--- src/rtl/farrow_pkg.sv ---
package farrow_pkg;
   localparam int FRAC_W = 16;
   localparam int MU_W   = FRAC_W + 2;

   function automatic int binom(input int n, input int k);
      int r;
      r = 1;
      for (int i = 0; i < k; i++) r = r * (n - i) / (i + 1);
      return r;
   endfunction

   // Branch m forms the m-th backward difference of the input history.
   function automatic int tap(input int m, input int k);
      if (k > m) return 0;
      return (k % 2 == 1) ? -binom(m, k) : binom(m, k);
   endfunction
endpackage

--- src/rtl/farrow_branch.sv ---
module farrow_branch #(
   parameter int DW = 16,
   parameter int ORDER = 3,
   parameter int M = 0,
   localparam int T = ORDER + 1,
   localparam int CW = DW + ORDER + 1
) (
   input  logic                 clk,
   input  logic                 rst,
   input  logic                 en,
   input  logic signed [DW-1:0] x,
   output logic signed [CW-1:0] y
);
   logic signed [CW-1:0] xe;
   logic signed [CW-1:0] term [T];
   logic signed [CW-1:0] st [T-1];

   assign xe = CW'(x);

   for (genvar k = 0; k < T; k++) begin : g_tap
      localparam int H = farrow_pkg::tap(M, k);
      assign term[k] = xe * CW'(H);
   end

   always_ff @(posedge clk) begin
      if (rst) begin
         y <= '0;
         for (int k = 0; k < T - 1; k++) st[k] <= '0;
      end else if (en) begin
         y <= term[0] + st[0];
         for (int k = 0; k < T - 2; k++) st[k] <= term[k+1] + st[k+1];
         st[T-2] <= term[T-1];
      end
   end
endmodule

--- src/rtl/farrow_phase.sv ---
module farrow_phase #(
   localparam int FW = farrow_pkg::FRAC_W,
   localparam int MW = farrow_pkg::MU_W
) (
   input  logic                 clk,
   input  logic                 rst,
   input  logic                 accept,
   input  logic [FW-1:0]        step,
   output logic                 launch,
   output logic signed [MW-1:0] mu
);
   logic [FW-1:0] acc;
   logic [FW-1:0] d;
   logic [1:0]    pend;
   logic          carry;

   assign d     = acc + step;
   assign carry = ({1'b0, d} + {1'b0, step}) > {1'b0, {FW{1'b1}}};

   always_ff @(posedge clk) begin
      if (rst) begin
         acc    <= '0;
         pend   <= 2'd1;
         launch <= 1'b0;
         mu     <= '0;
      end else begin
         launch <= 1'b0;
         if (accept) begin
            if (pend == 2'd1) begin
               acc    <= d;
               pend   <= carry ? 2'd2 : 2'd1;
               launch <= 1'b1;
               mu     <= $signed(MW'(1 << (FW - 1))) - $signed({2'b00, d});
            end else begin
               pend <= pend - 2'd1;
            end
         end
      end
   end

   p_pend_r3: assert property (@(posedge clk) disable iff (rst)
      (pend == 2'd1) || (pend == 2'd2));
   p_launch_r3: assert property (@(posedge clk) disable iff (rst)
      launch |-> $past(accept));
   p_mu_r10: assert property (@(posedge clk) disable iff (rst)
      launch |-> (mu > -$signed(MW'(32768)) && mu <= $signed(MW'(32768))));
endmodule

--- src/rtl/farrow_horner.sv ---
module farrow_horner #(
   parameter int DW = 16,
   parameter int ORDER = 3,
   localparam int CW = DW + ORDER + 1,
   localparam int AW = DW + ORDER + 2,
   localparam int FW = farrow_pkg::FRAC_W,
   localparam int MW = farrow_pkg::MU_W
) (
   input  logic                 clk,
   input  logic                 rst,
   input  logic                 start,
   input  logic signed [MW-1:0] mu,
   input  logic signed [CW-1:0] c_in [ORDER+1],
   output logic                 y_valid,
   output logic signed [AW-1:0] y
);
   for (genvar i = 1; i <= ORDER; i++) begin : g_st
      logic                 v_d, v_q;
      logic signed [MW-1:0] mu_d;
      logic signed [AW-1:0] a_d, a_q;
      logic signed [CW-1:0] c_d [ORDER+1];
      logic signed [AW+MW-1:0] prod;

      if (i == 1) begin : g_head
         assign v_d  = start;
         assign mu_d = mu;
         assign a_d  = AW'(c_in[ORDER]);
         assign c_d  = c_in;
      end else begin : g_tail
         assign v_d  = g_st[i-1].v_q;
         assign mu_d = g_st[i-1].g_fwd.mu_q;
         assign a_d  = g_st[i-1].a_q;
         assign c_d  = g_st[i-1].g_fwd.c_q;
      end

      assign prod = a_d * mu_d;

      always_ff @(posedge clk) begin
         if (rst) v_q <= 1'b0;
         else     v_q <= v_d;
         a_q <= AW'(prod >>> FW) + AW'(c_d[ORDER-i]);
      end

      if (i < ORDER) begin : g_fwd
         logic signed [MW-1:0] mu_q;
         logic signed [CW-1:0] c_q [ORDER+1];
         always_ff @(posedge clk) begin
            mu_q <= mu_d;
            c_q  <= c_d;
         end
      end
   end

   assign y_valid = g_st[ORDER].v_q;
   assign y       = g_st[ORDER].a_q;
endmodule

--- src/rtl/farrow_resampler.sv ---
module farrow_resampler #(
   parameter int DW = 16,
   parameter int ORDER = 3
) (
   input  logic                       clk,
   input  logic                       rst,
   input  logic [16:0]                ratio,
   input  logic                       in_valid,
   output logic                       in_ready,
   input  logic signed [DW-1:0]       in_data,
   output logic                       out_valid,
   output logic signed [DW+ORDER+1:0] out_data
);
   localparam int CW = DW + ORDER + 1;
   localparam int MW = farrow_pkg::MU_W;

   if (ORDER < 1 || ORDER > 6) begin : g_bad_order
      $error("ORDER must lie in 1..6");
   end
   if (DW < 4 || DW > 32) begin : g_bad_width
      $error("DW must lie in 4..32");
   end

   logic                 accept;
   logic                 launch;
   logic signed [MW-1:0] mu;
   logic signed [CW-1:0] c_all [ORDER+1];

   assign in_ready = !rst;
   assign accept   = in_valid && in_ready;

   for (genvar m = 0; m <= ORDER; m++) begin : g_branch
      farrow_branch #(.DW(DW), .ORDER(ORDER), .M(m)) u_branch (
         .clk(clk), .rst(rst), .en(accept), .x(in_data), .y(c_all[m]));
   end

   farrow_phase u_phase (
      .clk(clk), .rst(rst), .accept(accept), .step(ratio[15:0]),
      .launch(launch), .mu(mu));

   farrow_horner #(.DW(DW), .ORDER(ORDER)) u_horner (
      .clk(clk), .rst(rst), .start(launch), .mu(mu), .c_in(c_all),
      .y_valid(out_valid), .y(out_data));

   p_ratio_r1: assert property (@(posedge clk) disable iff (rst)
      in_valid |-> (ratio[16] && ratio[15:0] != 16'd0));
   p_latency_r7: assert property (@(posedge clk) disable iff (rst)
      out_valid |-> $past(in_valid && in_ready, ORDER + 1));
   p_quiet_r8: assert property (@(posedge clk)
      rst |=> !out_valid);
endmodule

--- config.mk ---
export PLATFORM = sky130hd
export DESIGN_NAME = farrow_resampler
export DESIGN_NICKNAME = d
export VERILOG_FILES = /design/src/rtl/farrow_pkg.sv /design/src/rtl/farrow_branch.sv /design/src/rtl/farrow_phase.sv /design/src/rtl/farrow_horner.sv /design/src/rtl/farrow_resampler.sv
export SDC_FILE = /design/constraint.sdc
export NUM_CORES = 2
export LEC_CHECK = 0
export ABC_AREA = 1
export BUFFER_PORTS_ARGS = -buffer_cell sky130_fd_sc_hd__buf_2
export CAP_MARGIN = 40
export CORE_ASPECT_RATIO = 0.9
export CORE_MARGIN = 5
export CORE_UTILIZATION = 45
export DETAILED_ROUTE_END_ITERATION = 10
export GPL_ROUTABILITY_DRIVEN = 0
export HOLD_SLACK_MARGIN = 0.02
export PLACE_DENSITY_LB_ADDON = 0.12
export RECOVER_POWER = 100
export SLEW_MARGIN = 20
export SYNTH_ARGS = -nofsm -noshare
export SYNTH_HDL_FRONTEND = slang
export SYNTH_HIERARCHICAL = 1
export SYNTH_SLANG_ARGS = --single-unit
--- constraint.sdc ---
create_clock -name clk -period 14.8 [get_ports clk]
set_input_delay 0.74 -clock clk [delete_from_list [all_inputs] [get_ports clk]]
set_output_delay 0.74 -clock clk [all_outputs]
set_load 0.005 [all_outputs]
==> results.md <==
Run status:
- The flow ran to the end, but the final reports show violations.
- The checks that failed: capacitance limit, slew limit.

Detailed routing:
- Before antenna repair, the detailed router went through 6 iterations.
- The total detailed-routing wirelength is 175 mm.
- The average vias per placed instance is 4.92.
- The detail route stage leaves a number of antenna-violating nets equal to 0.
- Summing over every cut layer, the via total after detailed routing is 53100.
- The DRC violation total after the first TritonRoute iteration is 3182.
- The DRC violation count after routing is 0.
- The average wire per standard cell is 16.3 µm.

Setup path:
- For the worst flop-to-flop path, the logic depth is 31.
- The type of origin of the critical path is a flip-flop.
- The master of the slowest instance on the critical path is clkbuf_1.
- The element type at the critical path end is a flip-flop.
- The timing startpoint of the critical path is u_phase/mu[0]$_SDFFE_PP0P_.
- The maximum net fanout on the critical path is 22.
- The launching point of the worst reg2reg path is u_phase/mu[0]$_SDFFE_PP0P_.
- The stage delay of the slowest cell on the critical path is 1.20 ns.
- STA puts the critical path data required time at 15.31 ns.
- The kind of critical path is reg2reg.
- Across all register-to-register paths, the minimum setup slack is 6.20 ns.
- In this run the worst setup path terminates at u_horner/g_st[1].a_q[20]$_DFF_P_.
- The cell type with the highest occurrence count on the critical path is inv_1.
- The data arrival time at the worst-slack endpoint is 9.11 ns.
- The worst reg2reg path endpoint is u_horner/g_st[1].a_q[20]$_DFF_P_.

Synth:
- Counting flops and latches in the post-synthesis netlist gives 389.
- The synthesized netlist occupies a cell area of 67100 µm².
- The share of synthesized flip-flops with an asynchronous set or reset is 0.
- Sorting the synthesized cells by area gives the leading types as fa_1, inv_1, nand2_1, ha_1, dfxtp_1.
- The total number of yosys warnings is 6.
- The synthesized area divided by synthesized cell count is 7.60 µm².
- The fraction of the mapped netlist area in adder cells is 0.438.
- The share of the Yosys chip area taken by registers is 0.133.
- Counting flops with a built-in enable in the synthesized netlist gives 116.
- The synthesized-area fraction occupied by ao, oa, aoi and oai cells was 0.0597.
- The number of instances in the synthesized netlist is 8819.
- The dominant synthesized flop cell is dfxtp_1.
- Of the post-synthesis cell area, the part taken by muxes is 0.
- The largest family of logic cells by synthesized area is adder cells.
- The top cell type's share of synthesized area is 0.334.
- The xor/xnor share of the synthesized area is 0.0202.
- The number of distinct library cell variants in the gate-level netlist after synthesis is 61.
- The largest area contributor in the synthesized netlist is fa_1.
- Of the total synthesized cell area, the portion taken by AND, OR, NAND and NOR gates is 0.201.
- When the netlist entered floorplanning its net count stood at 10500.

STA:
- After routing, the total negative slack on setup checks comes to 0 ns.
- The fraction of the cycle the final worst path needs is 0.581.
- The final hold violation count is 0.
- In this run the tightest slew margin relative to its limit is -0.707.
- The max-slew violation count is 547.
- The worst clock skew is 0.0618 ns.
- The final period demand of the worst path is 8.60 ns.
- Setup repair after global routing left no endpoint under its margin.
- At the pin with the least slew margin, the transition time is 2.56 ns.
- The minimum hold slack is 0.323 ns.
- Derived from the worst setup path, the maximum achievable clock frequency is 116 MHz.
- The setup-violating endpoint count in the final report is 0.

Final layout:
- Measured on the finished design, the core utilization comes to 0.482.
- The final design area excluding fillers is 71500 µm².
- The fill cell total of the finished layout is 14900.
- Compared with the post-synthesis result, the final layout area differs by 6.64%.
- In the final design database the tool counted 10500 nets.
- Of the cells placed in the final design, the portion with a size suffix greater than 1 is 0.0396.

Global route:
- The overall overflow remaining after global route is 0.
- The first global-routing pass estimated 289 mm of wire.
- The largest net degree at the start of global routing is 61.
- The via count of the first global-routing pass is 54800.
- Across every metal layer, demand over resource in global routing totals 0.227.
- The initial antenna violation count is 3.

CTS:
- The number of setup buffers added after CTS is 0.
- The post-cts repair resize count is 0.
- The CTS H-tree depth is 2.
- The source-to-sink clock delay at the later pin of the worst-skew pair is 0.66 ns.
- Clock-pin slew was measured on the worst setup and hold paths at 0.06 ns.
- The tree is rooted in a clkbuf_16.
- Hold repair after CTS inserted 0 buffers.
- Counting the buffers created by CTS gives 49.
- The maximum buffer depth of the clock tree is 3.
- The number of clock sinks seen by CTS is 389.
- The TritonCTS clock tree is built.

Die:
- The total core area is 148000 µm².
- The floorplan step defined a die boundary enclosing 157000 µm².
- The die is 417 µm wide.
- The effective utilization at floorplan is 0.452.
- In this run the count of I/O pins placed on the die edge is 59.
- The chip height is 376 µm.
- The number of rows in the core area is 134.

Power and ir drop:
- The total chip power is 0.0128 W.
- The leakage dissipation is 40.9 nW.
- The cell area power density is 179 nW/µm².
- The worst voltage drop across the vdd grid is 0.000230 V.

Placement:
- The half-perimeter wire length after detailed placement is 143 mm.
- The post-place instance area is 69900 µm².
- The number of I/O port buffers is 57.

Worst hold path:
- The path class of the tightest hold or removal check is reg2reg.
- The startpoint of the most critical hold path is g_branch[1].u_branch/y[7]$_SDFFE_PP0P_.

Job:
- Max-cap violations in this run came to 20.
## cells in the mapped netlist (10+ instances only)
| library cell | instances |
|---|---|
| o211ai_1 | 18 |
| nand3_1 | 286 |
| nand3_2 | 13 |
| o21bai_1 | 23 |
| clkbuf_1 | 231 |
| nor3_1 | 34 |
| o21ai_0 | 178 |
| nand2_2 | 35 |
| and2_1 | 10 |
| a21o_1 | 36 |
| fa_1 | 1118 |
| nor2_1 | 501 |
| o21ai_1 | 23 |
| inv_2 | 13 |
| nor2_2 | 22 |
| ha_1 | 561 |
| buf_2 | 14 |
| dfxtp_1 | 273 |
| xnor2_1 | 44 |
| inv_1 | 2322 |
| nand2_1 | 2231 |
| a31oi_1 | 19 |
| or2_2 | 23 |
| a21oi_1 | 372 |
| nand3b_1 | 19 |
| nand4_1 | 48 |
| edfxtp_1 | 116 |
| xor2_1 | 104 |
| nor4_1 | 12 |
| buf_1 | 10 |
| buf_4 | 12 |
## state kept, by name (all words and copies together), names as in the netlist, 2 cells and up
register / cells
u_horner/y: 21
u_phase/acc: 15
u_horner/g_st.g_fwd.mu_q: 36
g_branch.u_branch/y: 76
u_horner/g_st.a_q: 42
u_horner/g_st.v_q: 2
u_horner/g_st.g_fwd.c_q: 60
g_branch.u_branch/st: 116
u_phase/pend: 2
u_phase/mu: 17
## kinds of logic (layout without fill, tap and decap cells)
logic type	count (synthesis)	count (layout)
AO/OA/AOI/OAI	720	720
XOR/XNOR	150	150
adder cells (fa/ha/maj)	1679	1679
buffers and inverters	2610	2609
flip-flops	389	389
other	0	4
AND/OR/NAND/NOR	3271	3271
## layout make-up
type	count	area, µm²	area share
multi-input cells	5820	48100	0.673
flip-flops and latches	389	8950	0.125
inverters	2336	8770	0.123
well taps	1972	2470	0.0345
repair buffers	181	1420	0.0198
clock buffers	66	1400	0.0196
clock inverters	26	354	0.00495
diodes	4	10.0	0.000140
## worst max-delay path: cells and delay by family, from the launching register on
kind / cells / cell delay (ns)
and+or+nand+nor: 8 / 1.19
xor gates and xnor gates: 1 / 0.15
AOI/OAI and AO/OA: 5 / 0.77
DFF: 1 / 0.30
adders and majority gates: 8 / 3.94
buffers and inverters: 9 / 2.10
## layout by cell type (no fill, tap or decap), types with 11 or more instances in the layout
| cell | count |
|---|---|
| buf_8 | 42 |
| dfxtp_1 | 273 |
| xnor2_1 | 44 |
| nand4_1 | 48 |
| nor4_1 | 13 |
| nor2_2 | 20 |
| inv_2 | 11 |
| nand3b_1 | 19 |
| nor3_1 | 34 |
| nand2_1 | 2235 |
| clkbuf_16 | 51 |
| o211ai_1 | 18 |
| nand3_2 | 13 |
| buf_4 | 34 |
| a21oi_1 | 378 |
| o21ai_0 | 197 |
| xor2_1 | 104 |
| nor2_1 | 502 |
| o21bai_1 | 23 |
| edfxtp_1 | 116 |
| fa_1 | 1118 |
| a21o_1 | 36 |
| buf_2 | 47 |
| a31oi_1 | 19 |
| nand2_2 | 32 |
| inv_1 | 2323 |
| ha_1 | 561 |
| or2_2 | 23 |
| clkbuf_1 | 60 |
| nand3_1 | 286 |
## through the flow
stage / cells / setup WS (ns)
floorplan: 8819 / 8.08
global placement: 10600 / 6.91
detailed placement: 10700 / 6.93
CTS: 10800 / 6.87
global route: 10800 / 5.58
finish: 10800 / 6.20
## worst min-delay path by stage
| stage | cells past startpoint | to | slack [ns] |
|---|---|---|---|
| after floorplan | 0 | u_horner/g_st[2].g_fwd.c_q[60]$_DFF_P_ | 0.31 |
| after global placement | 0 | u_horner/g_st[2].g_fwd.c_q[78]$_DFF_P_ | 0.31 |
| after detailed placement | 0 | u_horner/g_st[2].g_fwd.c_q[62]$_DFF_P_ | 0.31 |
| after CTS | 0 | u_horner/g_st[2].g_fwd.c_q[68]$_DFF_P_ | 0.33 |
| after global routing | 0 | u_horner/g_st[2].g_fwd.c_q[72]$_DFF_P_ | 0.33 |
| final | 0 | u_horner/g_st[1].g_fwd.c_q[47]$_DFF_P_ | 0.32 |
## where the power goes
| part | internal [W] | switching (W) |
|---|---|---|
| Combinational | 0.00341 | 0.00658 |
| Sequential | 0.00133 | 0.000200 |
| Clock | 0.000764 | 0.000527 |
## layer usage
metal	global-route usage	up-vias	wire length (µm)
li1	-	25900	-
met1	0.315	25800	81100
met2	0.382	1164	81900
met3	0.0244	231	8200
met4	0.0539	2	4310
met5	0	-	11
Note: power is estimated with default switching activity, not from simulation.
